### src/rtl/pwm_dith_pkg.sv
package pwm_dith_pkg;

  typedef enum logic [1:0] {
    TGT_ON_B  = 2'd0,
    TGT_ON_AB = 2'd1,
    TGT_DT_B  = 2'd2,
    TGT_DT_AB = 2'd3
  } dith_tgt_e;

  localparam int unsigned RAMP_CNT = 2;
  localparam int unsigned RAMP_B   = 0;
  localparam int unsigned RAMP_A   = 1;

endpackage

### src/rtl/dith_shadow.sv
module dith_shadow #(
  parameter int unsigned W = 4
) (
  input  logic         clk,
  input  logic         rst_n,
  input  logic         wr_i,
  input  logic [W-1:0] wdata_i,
  input  logic         upd_i,
  output logic [W-1:0] act_o
);

  logic [W-1:0] stage_q;
  logic [W-1:0] act_q;

  always_ff @(posedge clk) begin
    if (!rst_n) begin
      stage_q <= '0;
    end else if (wr_i) begin
      stage_q <= wdata_i;
    end
  end

  always_ff @(posedge clk) begin
    if (!rst_n) begin
      act_q <= '0;
    end else if (upd_i) begin
      act_q <= stage_q;
    end
  end

  assign act_o = act_q;


  act_hold_chk: assert property (@(posedge clk) disable iff (!rst_n)
    !upd_i |=> $stable(act_q));


  act_load_chk: assert property (@(posedge clk) disable iff (!rst_n)
    upd_i |=> act_q == $past(stage_q));

endmodule

### src/rtl/dith_accum.sv
module dith_accum #(
  parameter int unsigned W = 4
) (
  input  logic         clk,
  input  logic         rst_n,
  input  logic         clr_i,
  input  logic         step_i,
  input  logic [W-1:0] inc_i,
  output logic         carry_o
);

  localparam int unsigned SW = W + 1;

  logic [W-1:0]  acc_q;
  logic [SW-1:0] sum;

  assign sum     = {1'b0, acc_q} + {1'b0, inc_i};
  assign carry_o = step_i & sum[SW-1];

  always_ff @(posedge clk) begin
    if (!rst_n || clr_i) begin
      acc_q <= '0;
    end else if (step_i) begin
      acc_q <= sum[W-1:0];
    end
  end


  acc_clear_chk: assert property (@(posedge clk) disable iff (!rst_n)
    clr_i |=> acc_q == '0);


  acc_idle_chk: assert property (@(posedge clk) disable iff (!rst_n)
    (!clr_i && !step_i) |=> $stable(acc_q));

endmodule

### src/rtl/dith_route.sv
module dith_route
  import pwm_dith_pkg::*;
(
  input  logic                clk,
  input  logic                rst_n,
  input  logic                clr_i,
  input  logic                load_i,
  input  logic                carry_i,
  input  dith_tgt_e           tgt_i,
  output logic [RAMP_CNT-1:0] ext_on_o,
  output logic [RAMP_CNT-1:0] ext_dt_o
);

  logic want_dt;
  assign want_dt = (tgt_i == TGT_DT_B) || (tgt_i == TGT_DT_AB);

  for (genvar r = 0; r < RAMP_CNT; r++) begin : g_ramp
    logic ramp_sel;
    logic on_q;
    logic dt_q;

    if (r == RAMP_B) begin : g_b
      assign ramp_sel = 1'b1;
    end else begin : g_a
      assign ramp_sel = (tgt_i == TGT_ON_AB) || (tgt_i == TGT_DT_AB);
    end

    always_ff @(posedge clk) begin
      if (!rst_n || clr_i) begin
        on_q <= 1'b0;
        dt_q <= 1'b0;
      end else if (load_i) begin
        on_q <= carry_i && ramp_sel && !want_dt;
        dt_q <= carry_i && ramp_sel &&  want_dt;
      end
    end

    assign ext_on_o[r] = on_q;
    assign ext_dt_o[r] = dt_q;
  end


  flags_hold_chk: assert property (@(posedge clk) disable iff (!rst_n)
    (!clr_i && !load_i) |=> ($stable(ext_on_o) && $stable(ext_dt_o)));

endmodule

### src/rtl/pwm_dither.sv
module pwm_dither
  import pwm_dith_pkg::*;
#(
  parameter int unsigned DITH_W = 4
) (
  input  logic              clk,
  input  logic              rst_n,
  input  logic              tmr_en_i,
  input  logic              restart_i,
  input  logic              eoc_i,
  input  logic              dith_wr_i,
  input  logic [DITH_W-1:0] dith_wdata_i,
  input  logic              dith_upd_i,
  input  logic [1:0]        tgt_sel_i,
  output logic              ext_on_a_o,
  output logic              ext_on_b_o,
  output logic              ext_dt_a_o,
  output logic              ext_dt_b_o
);

  logic              clr;
  logic              step;
  logic              carry;
  logic [DITH_W-1:0] inc_act;
  logic [RAMP_CNT-1:0] ext_on;
  logic [RAMP_CNT-1:0] ext_dt;

  assign clr  = !tmr_en_i || restart_i;
  assign step = eoc_i && !clr;

  dith_shadow #(.W(DITH_W)) i_shadow (
    .clk     (clk),
    .rst_n   (rst_n),
    .wr_i    (dith_wr_i),
    .wdata_i (dith_wdata_i),
    .upd_i   (dith_upd_i),
    .act_o   (inc_act)
  );

  dith_accum #(.W(DITH_W)) i_accum (
    .clk     (clk),
    .rst_n   (rst_n),
    .clr_i   (clr),
    .step_i  (step),
    .inc_i   (inc_act),
    .carry_o (carry)
  );

  dith_route i_route (
    .clk      (clk),
    .rst_n    (rst_n),
    .clr_i    (clr),
    .load_i   (step),
    .carry_i  (carry),
    .tgt_i    (dith_tgt_e'(tgt_sel_i)),
    .ext_on_o (ext_on),
    .ext_dt_o (ext_dt)
  );

  assign ext_on_a_o = ext_on[RAMP_A];
  assign ext_on_b_o = ext_on[RAMP_B];
  assign ext_dt_a_o = ext_dt[RAMP_A];
  assign ext_dt_b_o = ext_dt[RAMP_B];


  ramp_a_needs_b_chk: assert property (@(posedge clk) disable iff (!rst_n)
    ((ext_on_a_o |-> ext_on_b_o) and (ext_dt_a_o |-> ext_dt_b_o)));


  one_kind_chk: assert property (@(posedge clk) disable iff (!rst_n)
    $onehot0({ext_on_b_o, ext_dt_b_o}));


  disabled_quiet_chk: assert property (@(posedge clk) disable iff (!rst_n)
    !tmr_en_i |=> !(ext_on_a_o || ext_on_b_o || ext_dt_a_o || ext_dt_b_o));


  restart_quiet_chk: assert property (@(posedge clk) disable iff (!rst_n)
    restart_i |=> !(ext_on_a_o || ext_on_b_o || ext_dt_a_o || ext_dt_b_o));

endmodule

### config.mk
export PLATFORM = sky130hd
export DESIGN_NAME = pwm_dither
export DESIGN_NICKNAME = d
export VERILOG_FILES = /design/src/rtl/pwm_dith_pkg.sv /design/src/rtl/dith_shadow.sv /design/src/rtl/dith_accum.sv /design/src/rtl/dith_route.sv /design/src/rtl/pwm_dither.sv
export SDC_FILE = /design/constraint.sdc
export NUM_CORES = 1
export LEC_CHECK = 0
export ABC_AREA = 1
export CORE_MARGIN = 5
export CORE_UTILIZATION = 50
export DETAILED_ROUTE_END_ITERATION = 8
export PLACE_DENSITY = 0.8
export SLEW_MARGIN = 20
export SYNTH_ARGS = -nofsm -noshare
export SYNTH_HDL_FRONTEND = slang
export SYNTH_SLANG_ARGS = --single-unit
### constraint.sdc
create_clock -name clk -period 3.2 [get_ports clk]
set_clock_uncertainty 0.1 [all_clocks]
set_input_delay 0.8 -clock clk [delete_from_list [all_inputs] [get_ports clk]]
set_output_delay 0.8 -clock clk [all_outputs]
set_load 0.05 [all_outputs]
* Yosys cells after proc, flatten, opt, wreduce, memory -nomap -nowiden
Index checks and enable logic that the tools add are counted.
** Word-level totals
- Bits in registers :: 16
- Bits of input ports :: 13
- Output and inout port bits :: 4
- Logic and storage cells :: 26
** Operators by class
- $add $sub $neg :: 1
- Equal/unequal tests :: 3
- Bitwise gates (word level) :: 1
- Reductions and logical operators :: 14
** Operators by type and width (count)
- $logic_and 1x1->1 :: 6
- $add 4x4->5 :: 1
- $eq 2x2->1 const B :: 2
- $logic_not 1->1 :: 4
- $logic_or 1x1->1 :: 4
- $eq 2x1->1 const B :: 1
- $and 1x1->1 :: 1

* Longest topological paths before layout
- Depth in word-level cells :: 7
- Gate-level depth with buffers :: 8
- Gate-level depth less buffers :: 8

* Hierarchy
From an unflattened synthesis, not the netlist that was laid out.
** Second synthesis, totals
- Cells, all modules :: 123
- Area total of the unflattened synthesis :: 864.6 um^2
** By module, submodules not included
- dith_shadow :: times used 1, cells each 51, area each 360.3 um^2, sequential area each 160.2 um^2
- dith_accum :: times used 1, cells each 44, area each 301.5 um^2, sequential area each 80.1 um^2
- dith_route :: times used 1, cells each 24, area each 182.7 um^2, sequential area each 80.1 um^2
- pwm_dither :: times used 1, cells each 4, area each 20.0 um^2, sequential area each 0.0 um^2

* Least setup slack after synthesis
No wires, ideal clock.
- Path kind :: reg-to-output
- From :: register i_route.g_ramp[1].dt_q
- To :: output port ext_dt_a_o
- Arrival time :: 603 ps
- Setup slack :: 1697 ps
- Cell stages (with the launch flop) :: 1
- Path buffers :: 0
- Path through :: dfxtp_1
** RTL lines
- start, declared :: line dith_route.sv:20 : logic dt_q;
- start signal, assigned :: line dith_route.sv:34 : dt_q <= carry_i && ramp_sel && want_dt;
- end, declared :: line pwm_dither.sv:17 : output logic ext_dt_a_o,
No word-level cell between the ends.

* Worst setup path after layout
- From :: register i_route.g_ramp[0].on_q
- To :: output port ext_on_b_o
** RTL lines
- start, declared :: line dith_route.sv:19 : logic on_q;
- start signal, assigned :: line dith_route.sv:33 : on_q <= carry_i && ramp_sel && !want_dt;
- end, declared :: line pwm_dither.sv:16 : output logic ext_on_b_o,
No word-level cell between the ends.

==> metrics.md <==
| Metric | Value |
|---|---|
| Top cell type's share of synthesized area | 0.440 |
| Worst path arrival time | 1.42 ns |
| Syn Inst Count | 92 |
| Initial Util | 0.546 |
| Leakage | 0.392 nW |
| Post-synth EDFFs | 0 |
| Max rail drop VDD | 0.239 mV |
| CP bufs+invs | 1 |
| Total wire length after detailed routing | 1.42 mm |
| Yosys cell types | 17 |
| Clock Latency Late Sink | 0.28 ns |
| Core Region | 1330 sq um |
| Fillers | 108 |
| Diode count | 0 |
| Initial antenna violation count | 0 |
| CP Data Required Time | 2.30 ns |
| Dominant synthesized flop cell | dfxtp_1 |
| RSZ-0062 raised after global routing | no |
| Final #Nets | 131 |
| Final Critical Period | 2.32 ns |
| CP endpoint kind | output port |
| Critical path startpoint category | flip-flop |
| CP delay by family, top | buffers and inverters |
| FFs w/ async S/R, synth | 0 |
| Rows | 13 |
| Setup CP Type | reg2out |
| Vias in the first global route | 579 |
| H-Tree Level Count | 1 |
| CTS tree | done |
| CTS sink count | 16 |
| Most instantiated cells after synthesis | nor2_1 (19), dfxtp_1 (16), nand2_1 (12), inv_1 (10), a21oi_1 (8) |
| Pwr dens | 382 nW/um^2 |
| Gr usage total | 0.150 |
| Ys Warns | 0 |
| Worst path slowest cell | clkdlybuf4s50_1 |
| Status | complete, no violations |
| Grt ovf | 0 |
| Synthesized Nets | 110 |
| Mapped cell area | 728 sq um |
| Seq/Total Area, Yosys | 0.440 |
| Worst Tran Pin Value | 0.498 ns |
| Drt first pass iters | 4 |
| Root buf cell | clkbuf_4 |
| Die area | 2320 sq um |
| Num CTS Buffers | 3 |
| Final hold vios | 0 |
| Initial drt markers | 14 |
| Fmax | 430 MHz |
| DIE WIDTH | 48.2 um |
| Max cap viols | 0 |
| Routability congestion estimate | 0.772 |
| First-pass GRT wire length | 2.37 mm |
| Yosys top cell by area | dfxtp_1 |
| Ranking of synthesized cells by area | dfxtp_1 (44%), nor2_1 (9.8%), ha_1 (6.9%) |
| I/O pins | 17 |
| Most frequent cell after synthesis | nor2_1 |
| DRC | 0 |
| Slew HR | 0.667 |
| CP cell instances | clkdlybuf4s50_1 |
| Share of layout cells above drive strength 1 | 0.0721 |
| Final period utilization | 0.726 |
| Final setup fails | 0 |
| Setup repair bufs after CTS | 0 |
| Largest net degree at the start of global routing | 10 |
| Mean area per synthesized cell | 7.92 sq um |
| Seq cells post-synth | 16 |
| Slowest stage delay, CP | 0.80 ns |
| CTS hold repair buffers | 0 |
| Area Overhead vs Synth | 27.7% |
| CTS resizes | 0 |
| Slew Viols, Final | 0 |
| Routed len/inst | 11.3 um |
| Peak fanout along the critical path | 2 |
| Routed Antenna Nets | 0 |
| Hold WS | 0.365 ns |
| Via density | 5.01 |
| Die H | 48.2 um |
| Worst-path clk slew | 0.08 ns |
| TNS Setup | 0 ns |
| Area of the multi-input gates | 367 sq um |
| IO buf count | 16 |
| Clk buf depth | 2 |
| Reg area | 320 sq um |
| Hold crit path type | reg2reg |
| Vias | 631 |
| Post-DP HPWL | 1.14 mm |
| Finished Core Util | 0.697 |
[cell usage in the layout, fill, tap and decap left out, drive strengths merged]
cell            n
a211oi          1
a21oi           8
clkbuf          3
clkdlybuf4s50  16
dfxtp          16
fa              1
ha              4
inv            11
nand2          12
nand3           8
nand4           2
nor2           20
o21ai           8
or2             1
[final timing paths]
kind	cells past startpoint	endpoint	start	slack [ns]
min reg2reg	2	i_route.g_ramp[1].dt_q$_SDFFE_PP0P_	i_route.g_ramp[1].dt_q$_SDFFE_PP0P_	0.37
max reg2reg	8	i_route.g_ramp[1].dt_q$_SDFFE_PP0P_	i_accum.acc_q[0]$_SDFFE_PP0P_	1.62
max	1	ext_on_b_o	i_route.g_ramp[0].on_q$_SDFFE_PP0P_	0.88
min	2	i_route.g_ramp[1].dt_q$_SDFFE_PP0P_	i_route.g_ramp[1].dt_q$_SDFFE_PP0P_	0.37
[registers in the layout (all words and copies together), names as in the netlist]
signal and flops:
i_route.g_ramp.on_q 2, i_shadow.stage_q 4, i_accum.acc_q 4, i_route.g_ramp.dt_q 2, i_shadow.act_o 4
[through the flow]
| step | std cells | worst slack, ns | instance area (sq um) | power (mW) |
|---|---|---|---|---|
| finish | 126 | 0.876 | 930 | 0.355 |
| global route | 126 | 0.809 | 930 | 0.378 |
| CTS | 126 | 0.855 | 930 | 0.363 |
| detailed placement | 123 | 1.13 | 907 | 0.262 |
| global placement | 123 | 1.15 | 907 | 0.261 |
| floorplan | 92 | 1.70 | 728 | 0.238 |
[cell families (layout without fill, tap and decap cells)]
logic type / count (synthesis) / count (layout) / share of synthesized area
AO/OA/AOI/OAI: 17 / 17 / 0.127
adder cells (fa/ha/maj): 5 / 5 / 0.0962
buffers and inverters: 11 / 30 / 0.0567
flip-flops: 16 / 16 / 0.440
AND/OR/NAND/NOR: 43 / 43 / 0.280
[metal layers]
metal  global-route usage  vias to the layer above  part of all wire
met4               0.0645                        0            0.0070
li1                     -                      341                 -
met1                0.191                      276              0.47
met5                    0                        -                 0
met3               0.0664                        2             0.053
met2                0.219                       12              0.47
[where the power goes]
part	switching, mW	leakage (nW)	internal, mW
combinational	0.0233	0.247	0.0235
clock	0.0543	0.0138	0.0436
sequential	0.00403	0.131	0.207
[final cells by class]
| cell class | count | area share |
|---|---|---|
| repair buffers | 16 | 0.172 |
| multi-input cells | 65 | 0.394 |
| inverters | 11 | 0.0444 |
| clock buffers | 3 | 0.0242 |
| flip-flops and latches | 16 | 0.345 |
| well taps | 15 | 0.0202 |
Power figures use the tool's default switching activity.
